[src/rtl/reloc_pkg.sv]
// Shared types for the cell relocation controller.
// Assumes a 3-bit phase code; the numeric values are visible on the phase port.
package reloc_pkg;

    typedef enum logic [2:0] {
        PH_IDLE    = 3'd0,
        PH_CONNECT = 3'd1,
        PH_XFER    = 3'd2,
        PH_TIE     = 3'd3,
        PH_PAR     = 3'd4,
        PH_DROPOUT = 3'd5,
        PH_DROPIN  = 3'd6
    } phase_e;

endpackage

[src/rtl/reloc_seq.sv]
// Relocation sequencer: steps through the phases after an accepted start
// and decodes the control lines for the cell pair. Also holds which cell
// is live and swaps it when a move completes.
// Assumes XFER_CYCLES >= 3 and PAR_CYCLES >= 2.
module reloc_seq
    import reloc_pkg::*;
#(
    parameter int XFER_CYCLES = 3,
    parameter int PAR_CYCLES  = 2
) (
    input  logic   clk,
    input  logic   rst_n,
    input  logic   start,
    output phase_e phase,
    output logic   active,
    output logic   reloc_ctl,
    output logic   ce_ctl,
    output logic   inputs_par,
    output logic   dst_tie,
    output logic   src_live,
    output logic   out_dst,
    output logic   busy,
    output logic   done
);

    localparam int MAXC  = (XFER_CYCLES > PAR_CYCLES) ? XFER_CYCLES : PAR_CYCLES;
    localparam int CNT_W = (MAXC > 1) ? $clog2(MAXC) : 1;
    localparam logic [CNT_W-1:0] XFER_LAST = CNT_W'(XFER_CYCLES - 1);
    localparam logic [CNT_W-1:0] PAR_LAST  = CNT_W'(PAR_CYCLES - 1);

    logic [CNT_W-1:0] cnt;

    // Phase register, dwell counter and live-cell pointer.
    always_ff @(posedge clk) begin
        if (!rst_n) begin
            phase  <= PH_IDLE;
            cnt    <= '0;
            active <= 1'b0;
        end else begin
            case (phase)
                PH_IDLE:    if (start) phase <= PH_CONNECT;
                PH_CONNECT: begin
                    phase <= PH_XFER;
                    cnt   <= '0;
                end
                PH_XFER: begin
                    if (cnt == XFER_LAST) phase <= PH_TIE;
                    else                  cnt   <= cnt + 1'b1;
                end
                PH_TIE: begin
                    phase <= PH_PAR;
                    cnt   <= '0;
                end
                PH_PAR: begin
                    if (cnt == PAR_LAST) phase <= PH_DROPOUT;
                    else                 cnt   <= cnt + 1'b1;
                end
                PH_DROPOUT: phase <= PH_DROPIN;
                PH_DROPIN: begin
                    phase  <= PH_IDLE;
                    active <= ~active;
                end
                default:    phase <= PH_IDLE;
            endcase
        end
    end

    // Control decode from the current phase.
    always_comb begin
        reloc_ctl  = (phase == PH_XFER);
        ce_ctl     = (phase == PH_XFER);
        inputs_par = (phase != PH_IDLE);
        dst_tie    = (phase == PH_TIE) || (phase == PH_PAR) ||
                     (phase == PH_DROPOUT) || (phase == PH_DROPIN);
        src_live   = (phase != PH_DROPIN);
        out_dst    = (phase == PH_DROPOUT) || (phase == PH_DROPIN);
        busy       = (phase != PH_IDLE);
        done       = (phase == PH_DROPIN);
    end

endmodule

[src/rtl/reloc_ff.sv]
// One registered logic cell with the auxiliary input multiplexer in front
// of its flip-flop. With pick_peer set the cell loads the peer's stored
// value, otherwise its own function result. Loads only when en is high.
module reloc_ff #(
    parameter int WIDTH = 4
) (
    input  logic             clk,
    input  logic             rst_n,
    input  logic [WIDTH-1:0] func_d,
    input  logic [WIDTH-1:0] peer_q,
    input  logic             pick_peer,
    input  logic             en,
    output logic [WIDTH-1:0] q
);

    logic [WIDTH-1:0] d_sel;

    // Auxiliary 2:1 multiplexer.
    assign d_sel = pick_peer ? peer_q : func_d;

    // Enabled storage register.
    always_ff @(posedge clk) begin
        if (!rst_n)  q <= '0;
        else if (en) q <= d_sel;
    end

endmodule

[src/rtl/reloc_ctrl.sv]
// Top of the relocation controller: two symmetric cells plus the sequencer.
// The live cell loads on ce. The free cell is steered by the sequence:
// during transfer its enable is ce OR the enable-control line and its mux
// is selected by ce; from tie onward it follows ce directly.
// Assumes func_d is the shared combinational result for both cells.
module reloc_ctrl
    import reloc_pkg::*;
#(
    parameter int WIDTH       = 4,
    parameter int XFER_CYCLES = 3,
    parameter int PAR_CYCLES  = 2
) (
    input  logic             clk,
    input  logic             rst_n,
    input  logic             start,
    input  logic             ce,
    input  logic [WIDTH-1:0] func_d,
    output logic [WIDTH-1:0] cell_q,
    output logic [WIDTH-1:0] cell_a_q,
    output logic [WIDTH-1:0] cell_b_q,
    output logic [2:0]       phase,
    output logic             busy,
    output logic             done
);

    localparam int NCELL = 2;

    phase_e seq_phase;
    logic   active, reloc_ctl, ce_ctl, inputs_par, dst_tie, src_live, out_dst;
    logic [NCELL-1:0][WIDTH-1:0] q;

    reloc_seq #(
        .XFER_CYCLES(XFER_CYCLES),
        .PAR_CYCLES (PAR_CYCLES)
    ) u_seq (
        .clk       (clk),
        .rst_n     (rst_n),
        .start     (start),
        .phase     (seq_phase),
        .active    (active),
        .reloc_ctl (reloc_ctl),
        .ce_ctl    (ce_ctl),
        .inputs_par(inputs_par),
        .dst_tie   (dst_tie),
        .src_live  (src_live),
        .out_dst   (out_dst),
        .busy      (busy),
        .done      (done)
    );

    for (genvar i = 0; i < NCELL; i++) begin : g_cell
        logic             is_src;
        logic [WIDTH-1:0] comb;
        logic             en;
        logic             pick;

        // Role of this cell: live source or free/destination.
        assign is_src = (active == 1'(i));
        // Inputs reach the free cell only once they are paralleled.
        assign comb   = (is_src || inputs_par) ? func_d : '0;
        // Enable: live cell on ce; free cell via OR gate or tied to ce.
        assign en     = is_src ? (src_live & ce)
                               : (dst_tie ? ce : (reloc_ctl & (ce | ce_ctl)));
        // Mux steered by the live enable while relocation control is on.
        assign pick   = !is_src && reloc_ctl && !ce;

        reloc_ff #(.WIDTH(WIDTH)) u_ff (
            .clk      (clk),
            .rst_n    (rst_n),
            .func_d   (comb),
            .peer_q   (q[NCELL-1-i]),
            .pick_peer(pick),
            .en       (en),
            .q        (q[i])
        );
    end

    // Visible output moves to the free cell once outputs are detached.
    assign cell_q   = q[active ^ out_dst];
    assign cell_a_q = q[0];
    assign cell_b_q = q[1];
    assign phase    = seq_phase;

endmodule

[config.mk]
export PLATFORM = sky130hd
export DESIGN_NAME = reloc_ctrl
export DESIGN_NICKNAME = d
export VERILOG_FILES = /design/src/rtl/reloc_pkg.sv /design/src/rtl/reloc_seq.sv /design/src/rtl/reloc_ff.sv /design/src/rtl/reloc_ctrl.sv
export SDC_FILE = /design/constraint.sdc
export NUM_CORES = 1
export LEC_CHECK = 0
export BUFFER_PORTS_ARGS = -buffer_cell sky130_fd_sc_hd__buf_2
export CORE_UTILIZATION = 29
export CTS_BUF_LIST = sky130_fd_sc_hd__clkbuf_2 sky130_fd_sc_hd__clkbuf_4 sky130_fd_sc_hd__clkbuf_8
export DETAILED_ROUTE_END_ITERATION = 8
export PLACE_DENSITY = 0.61
export REMOVE_ABC_BUFFERS = 1
export SYNTH_ARGS = -nofsm -noshare
export SYNTH_HDL_FRONTEND = slang
export SYNTH_SLANG_ARGS = --single-unit
[constraint.sdc]
create_clock -name clk -period 1.69 [get_ports clk]
set_input_delay 0.2535 -clock clk [delete_from_list [all_inputs] [get_ports clk]]
set_output_delay 0.2535 -clock clk [all_outputs]
set_load 0.02 [all_outputs]
* Word-level counts from Yosys, hierarchy flattened
Index checks and enable logic that the tools add are counted.
Word-level totals: register bits 14, bits of input ports 8, output and inout port bits 17, word-level logic and storage cells 60
Operators by class: $add $sub $neg 1, order comparisons 1, equal/unequal tests 14, muxes and demuxes 16, bitwise gates (word level) 5, reductions and logical operators 18
Operator list (number):
- 4-bit 2-to-1 mux | 6
- 3-bit case mux with 6 select lines | 1
- 3-bit equality test, second input constant | 3
- 3-bit 2-to-1 mux | 3
- 3-bit by 2-bit equality test with 1-bit output, second input constant | 2
- 1-bit logical OR | 6
- 2-bit inequality test, second input constant | 3
- 2-bit case mux with 3 select lines | 1
- 3-bit AND reduction | 2
- 3-bit nonzero test | 2
- 1-bit logical AND | 4
- 2-bit 2-to-1 mux | 2
- 2-bit by 1-bit inequality test with 1-bit output, second input constant | 2
- 3-bit by 1-bit equality test with 1-bit output, second input constant | 1
- 3-bit logical NOT | 1
- 1-bit 2-to-1 mux | 3
- 3-bit inequality test, second input constant | 1
- 2-bit by 1-bit adder with 2-bit output, second input constant | 1
- 1-bit AND | 2
- 2-bit by 1-bit equality test with 1-bit output, second input constant | 1
- 2-bit equality test, second input constant | 1
- 1-bit logical NOT | 2
- 1-bit by 2-bit less-than comparator with 1-bit output, second input constant | 1
- 2-bit OR reduction | 1
- other kinds (3) | 3

* Longest topological paths before layout
word-level depth 6, mapped depth 6, mapped depth without buffers 6

* Hierarchy
Synthesis repeated with hierarchy kept, for this count alone.
Second synthesis, totals: cells, all modules 109, area total of the unflattened synthesis 973.4 um^2
Modules (own cells, without submodules):
- reloc_seq | times used 1, cells each 49, area an instance 412.9 um^2, seq. area each 120.1 um^2
- reloc_ff | times used 2, cells each 17, area an instance 165.2 um^2, seq. area each 80.1 um^2
- reloc_ctrl | times used 1, cells each 26, area an instance 230.2 um^2, seq. area each 0.0 um^2

* Least setup slack after synthesis
Ideal clock, no wire load.
path kind register -> register, from reg u_seq.phase[2], to reg u_seq.active, library setup time 128 ps, data arrival time 1704 ps, required time 1562 ps, setup slack -142 ps, cell stages (with the launch flop) 7, cell sequence dfxtp_1 > buf_2 > buf_4 > inv_1 > nor3_1 > xnor2_1 > nor2_1
Between the ends: word-level cells in the longest chain between the ends 1
Ends and longest elaborated chain:
- from (decl) | line reloc_seq.sv:14 | output phase_e phase,
- from (signal assigned) | line reloc_seq.sv:36 | phase <= PH_IDLE;
- from (signal assigned) | line reloc_seq.sv:41 | PH_IDLE: if (start) phase <= PH_CONNECT;
- from (signal assigned) | line reloc_seq.sv:43 | phase <= PH_XFER;
- 3-bit equality test
- via done | line reloc_ctrl.sv:23 | output logic done
- to (signal assigned) | line reloc_seq.sv:61 | active <= ~active;
- to (decl) | line reloc_seq.sv:15 | output logic active,
The timed path passes the listed nets, and every way through them passes these cells. A chain may end at the register's enable or synchronous reset.

* Worst setup path in the final report
from reg u_seq.phase[0], to out cell_q[1]
Between the ends: word-level cells in the longest chain between the ends 5, elaborated cells on any way between the ends 6, classes of those cells eq/ne: 2; mux: 2; bitwise: 1; reduce/logical: 1
Ends and longest elaborated chain:
- 3-bit equality test | line reloc_seq.sv:76 | out_dst = (phase == PH_DROPOUT) || (phase == PH_DROPIN);
- 1-bit logical OR (*) | line reloc_seq.sv:76
- 1-bit XOR (*) | line reloc_ctrl.sv:79 | assign cell_q = q[active ^ out_dst];
- 4-bit 2-to-1 mux (implied by the code) (*) (2 in series) | line reloc_ctrl.sv:79
- to (decl) | line reloc_ctrl.sv:18 | output logic [WIDTH-1:0] cell_q,
Every way passes the cells marked *; elsewhere a longest branch is shown, timed or not. The select of a mux whose other input is x is not followed.

==> results.md <==
* Setup-failing EPs final at 4
* CTS max path bufs at 2
* Worst slew pin tran at 0.4344 ns
* DR DRC count at 0
* Antenna diode count at 0
* DR top layer: met4
* Max Clock Freq at 525.8 MHz
* CP max FO at 4
* Worst clock skew at 0.003120 ns
* First-pass GRT wire length at 3.926 mm
* Non-filler instance count after layout at 192
* Crit-path max cell delay at 0.34 ns
* Initial antenna violation count at 0
* Top delay family on crit path: flip-flops
* DRT antenna net count at 0
* Pre-CTS setup slack at 0.03797 ns
* Status: complete, but fails checks
* Fin nets at 160
* Met3 wire length at 87 um
* Overflow left after global routing at 0
* RSZ-0062 raised after global routing: true
* Met2 routed WL at 1.241 mm
* Syn avg cell area at 8.305 um2
* DRT met1 WL at 1.103 mm
* CP Data Required Time at 1.44 ns
* CTS clk-pin slew, worst paths at 0.08 ns
* Root Driver: clkbuf_4
* Die area at 3557 um2
* CP Capture Type: output pin
* Pwr Density at 671.5 nW/um2
* CTS tree: yes
* GP Congestion at 0.7822
* Setup ws final at -0.2118 ns
* TritonCTS buffer count at 3
* HPWL Detailed at 1.848 mm
* First drt pass iteration count at 4
* Largest net degree at the start of global routing at 15
* Register area share after synthesis at 29.09%
* Effective utilization at floorplan at 31.05%
* Crit Path Category: reg -> out
* IO buf count at 24
* Placed Cells incl. Taps at 187
* Avg WL per Cell at 12.75 um
* CP Data Arrival Time at 1.65 ns
* Area Overhead vs Synth at 32.34%
* Worst path slowest cell: dfxtp_2
* Fin crit period at 1.902 ns
* Vias in the first global route at 906
* Detailed Route WL at 2.448 mm
* H-tree Lvls at 1
* Hold Slack at 0.2479 ns
* Starting DRT DRC Count at 39
* Vias/cell at 4.927
* Synth Instances at 116
* Crit start category: flip-flop
* TritonCTS sink count at 14
* Slew Viols, Final at 0
* Setup TNS at -0.8303 ns
* Final Hold Vio Count at 0
* Core Util, Final at 41.09%
* Post-synthesis cell area at 963.4 um2
* # fillers at 342
* CTS hold repair buffers at 0
* Core area at 3103 um2
* Synth warn at 0
* Die width at 59.64 um
* Clock Latency Late Sink at 0.27 ns
* LEAKAGE at 0.5437 nW
* Final period util at 112.5%
* Maximum VDD drop at 263.8 uV
* Rows at 20
* Max Cap Viol at 0
* Synth unique cells at 38
* Failing checks: negative setup slack
* Die Y at 59.64 um
* CP Buf/Inv Count at 2
* Vias at 946
* CP Cell Sequence: nor2b_4, o21ai_2, xor2_1, buf_4, mux2_4, buf_6
* Layout cells sized above 1 at 39.19%
* Synth Register Bits at 14
* Hold crit path type: in -> reg
* GRT Resource Usage Total at 14.71%
* Relative slew slack at 70.93%
* # IOs at 25
==> synthesized netlist by cell type <==
master | count | area share [%]
a211oi_1 | 1 | 0.78
a211oi_4 | 1 | 2.1
a21o_1 | 1 | 0.78
a21oi_1 | 11 | 5.7
a2bb2oi_1 | 1 | 0.91
a311oi_1 | 7 | 6.4
a31oi_1 | 2 | 1.3
a31oi_2 | 1 | 1.3
and2_1 | 2 | 1.3
and2_4 | 1 | 0.91
and2b_1 | 1 | 0.78
and3_1 | 1 | 0.65
and4bb_1 | 1 | 1.3
buf_2 | 1 | 0.52
buf_4 | 2 | 1.6
buf_6 | 2 | 2.3
clkbuf_1 | 1 | 0.39
dfxtp_1 | 14 | 29
ha_1 | 2 | 2.6
inv_1 | 6 | 2.3
mux2_2 | 4 | 4.7
mux2i_1 | 1 | 1.0
nand2_1 | 14 | 5.5
nand2b_1 | 1 | 0.65
nand3_1 | 7 | 3.6
nor2_1 | 8 | 3.1
nor2b_1 | 5 | 3.2
nor3_1 | 3 | 1.6
nor3b_4 | 1 | 1.9
o21ai_0 | 4 | 2.1
o21ai_1 | 1 | 0.52
o31ai_1 | 1 | 0.78
o31ai_2 | 1 | 1.3
o31ai_4 | 1 | 2.2
or3_1 | 2 | 1.3
xnor2_1 | 1 | 0.91
xor2_1 | 1 | 0.91
xor2_2 | 1 | 1.7
==> cell type report <==
| cell class | count | area [um2] | share of cell area [%] |
|---|---|---|---|
| clock buffers | 3 | 22.52 | 1.766 |
| inverters | 6 | 22.52 | 1.766 |
| multi-input cells | 90 | 661.9 | 51.91 |
| flip-flops and latches | 14 | 285.3 | 22.37 |
| well taps | 44 | 55.05 | 4.318 |
| repair buffers | 35 | 227.7 | 17.86 |
==> worst register-to-register path, stage by stage (launching register included) <==
cell and delay [ns]:
dfxtp_2 0.36, buf_4 0.25, and4bb_1 0.28, a211oi_4 0.29, a21oi_1 0.11, a311oi_1 0.26
==> final timing paths <==
check | startpoint | endpoint | slack (ns) | cells past startpoint
worst max-delay path | u_seq.phase[0] | cell_q[1] | -0.21 | 6
worst min-delay path | rst_n | g_cell[0].u_ff.q[0] | 0.25 | 3
worst max register to register | u_seq.phase[0] | g_cell[0].u_ff.q[3] | 0.04 | 5
worst min register to register | u_seq.cnt[1] | u_seq.cnt[1] | 0.49 | 2
==> state kept, by name (all words and copies together) (netlist names) <==
register	cells
g_cell.u_ff.q	8
u_seq.phase	3
u_seq.cnt	2
u_seq.active	1
==> per-stage QoR <==
step	instance area (um2)	total power, mW
after floorplan	917.1	0.5656
after global placement	1160	0.6477
after detailed placement	1160	0.6551
after CTS	1250	0.8607
after global routing	1275	0.9065
final	1275	0.8561
==> per-layer routing <==
metal | global-route usage [%] | vias to the layer above
met5 | 0 | -
met1 | 16.91 | 446
met3 | 4.367 | 2
li1 | - | 480
met4 | 3.987 | 0
met2 | 26.19 | 18
==> kinds of logic (layout without fill, tap and decap cells) <==
kind of cell	after synthesis	in the layout	share of synthesized area, %
AND/OR/NAND/NOR	47	47	25.84
AO/OA/AOI/OAI	33	33	26.10
flip-flops	14	14	29.09
buffers and inverters	12	44	7.141
multiplexers	5	5	5.714
XOR/XNOR	3	3	3.507
adder cells (fa/ha/maj)	2	2	2.597
==> power by group <==
group	internal, mW	switching [mW]	total [mW]
clock network	0.0824	0.0954	0.178
logic	0.125	0.163	0.288
registers	0.359	0.0321	0.391
==> placed cells by master (no fill, tap or decap), types with 2 or more instances in the layout <==
master / n
a31oi_1: 2
inv_1: 6
or3_1: 2
buf_4: 11
a21oi_1: 11
dfxtp_1: 10
nand3_1: 7
buf_2: 20
o21ai_0: 4
nor3_1: 2
dfxtp_2: 4
mux2_4: 4
ha_1: 2
a311oi_1: 7
and2_4: 2
buf_6: 4
nor2_1: 8
clkbuf_4: 3
nand2_1: 14
nor2b_1: 3
nor2b_4: 2
==> what timing repair did <==
item	CTS	global route
setup buffers	0	2
resized for setup	21	3
pin swaps	1	0
cloned	0	0
endpoints found under the setup margin	5	10
Power figures use the tool's default switching activity.
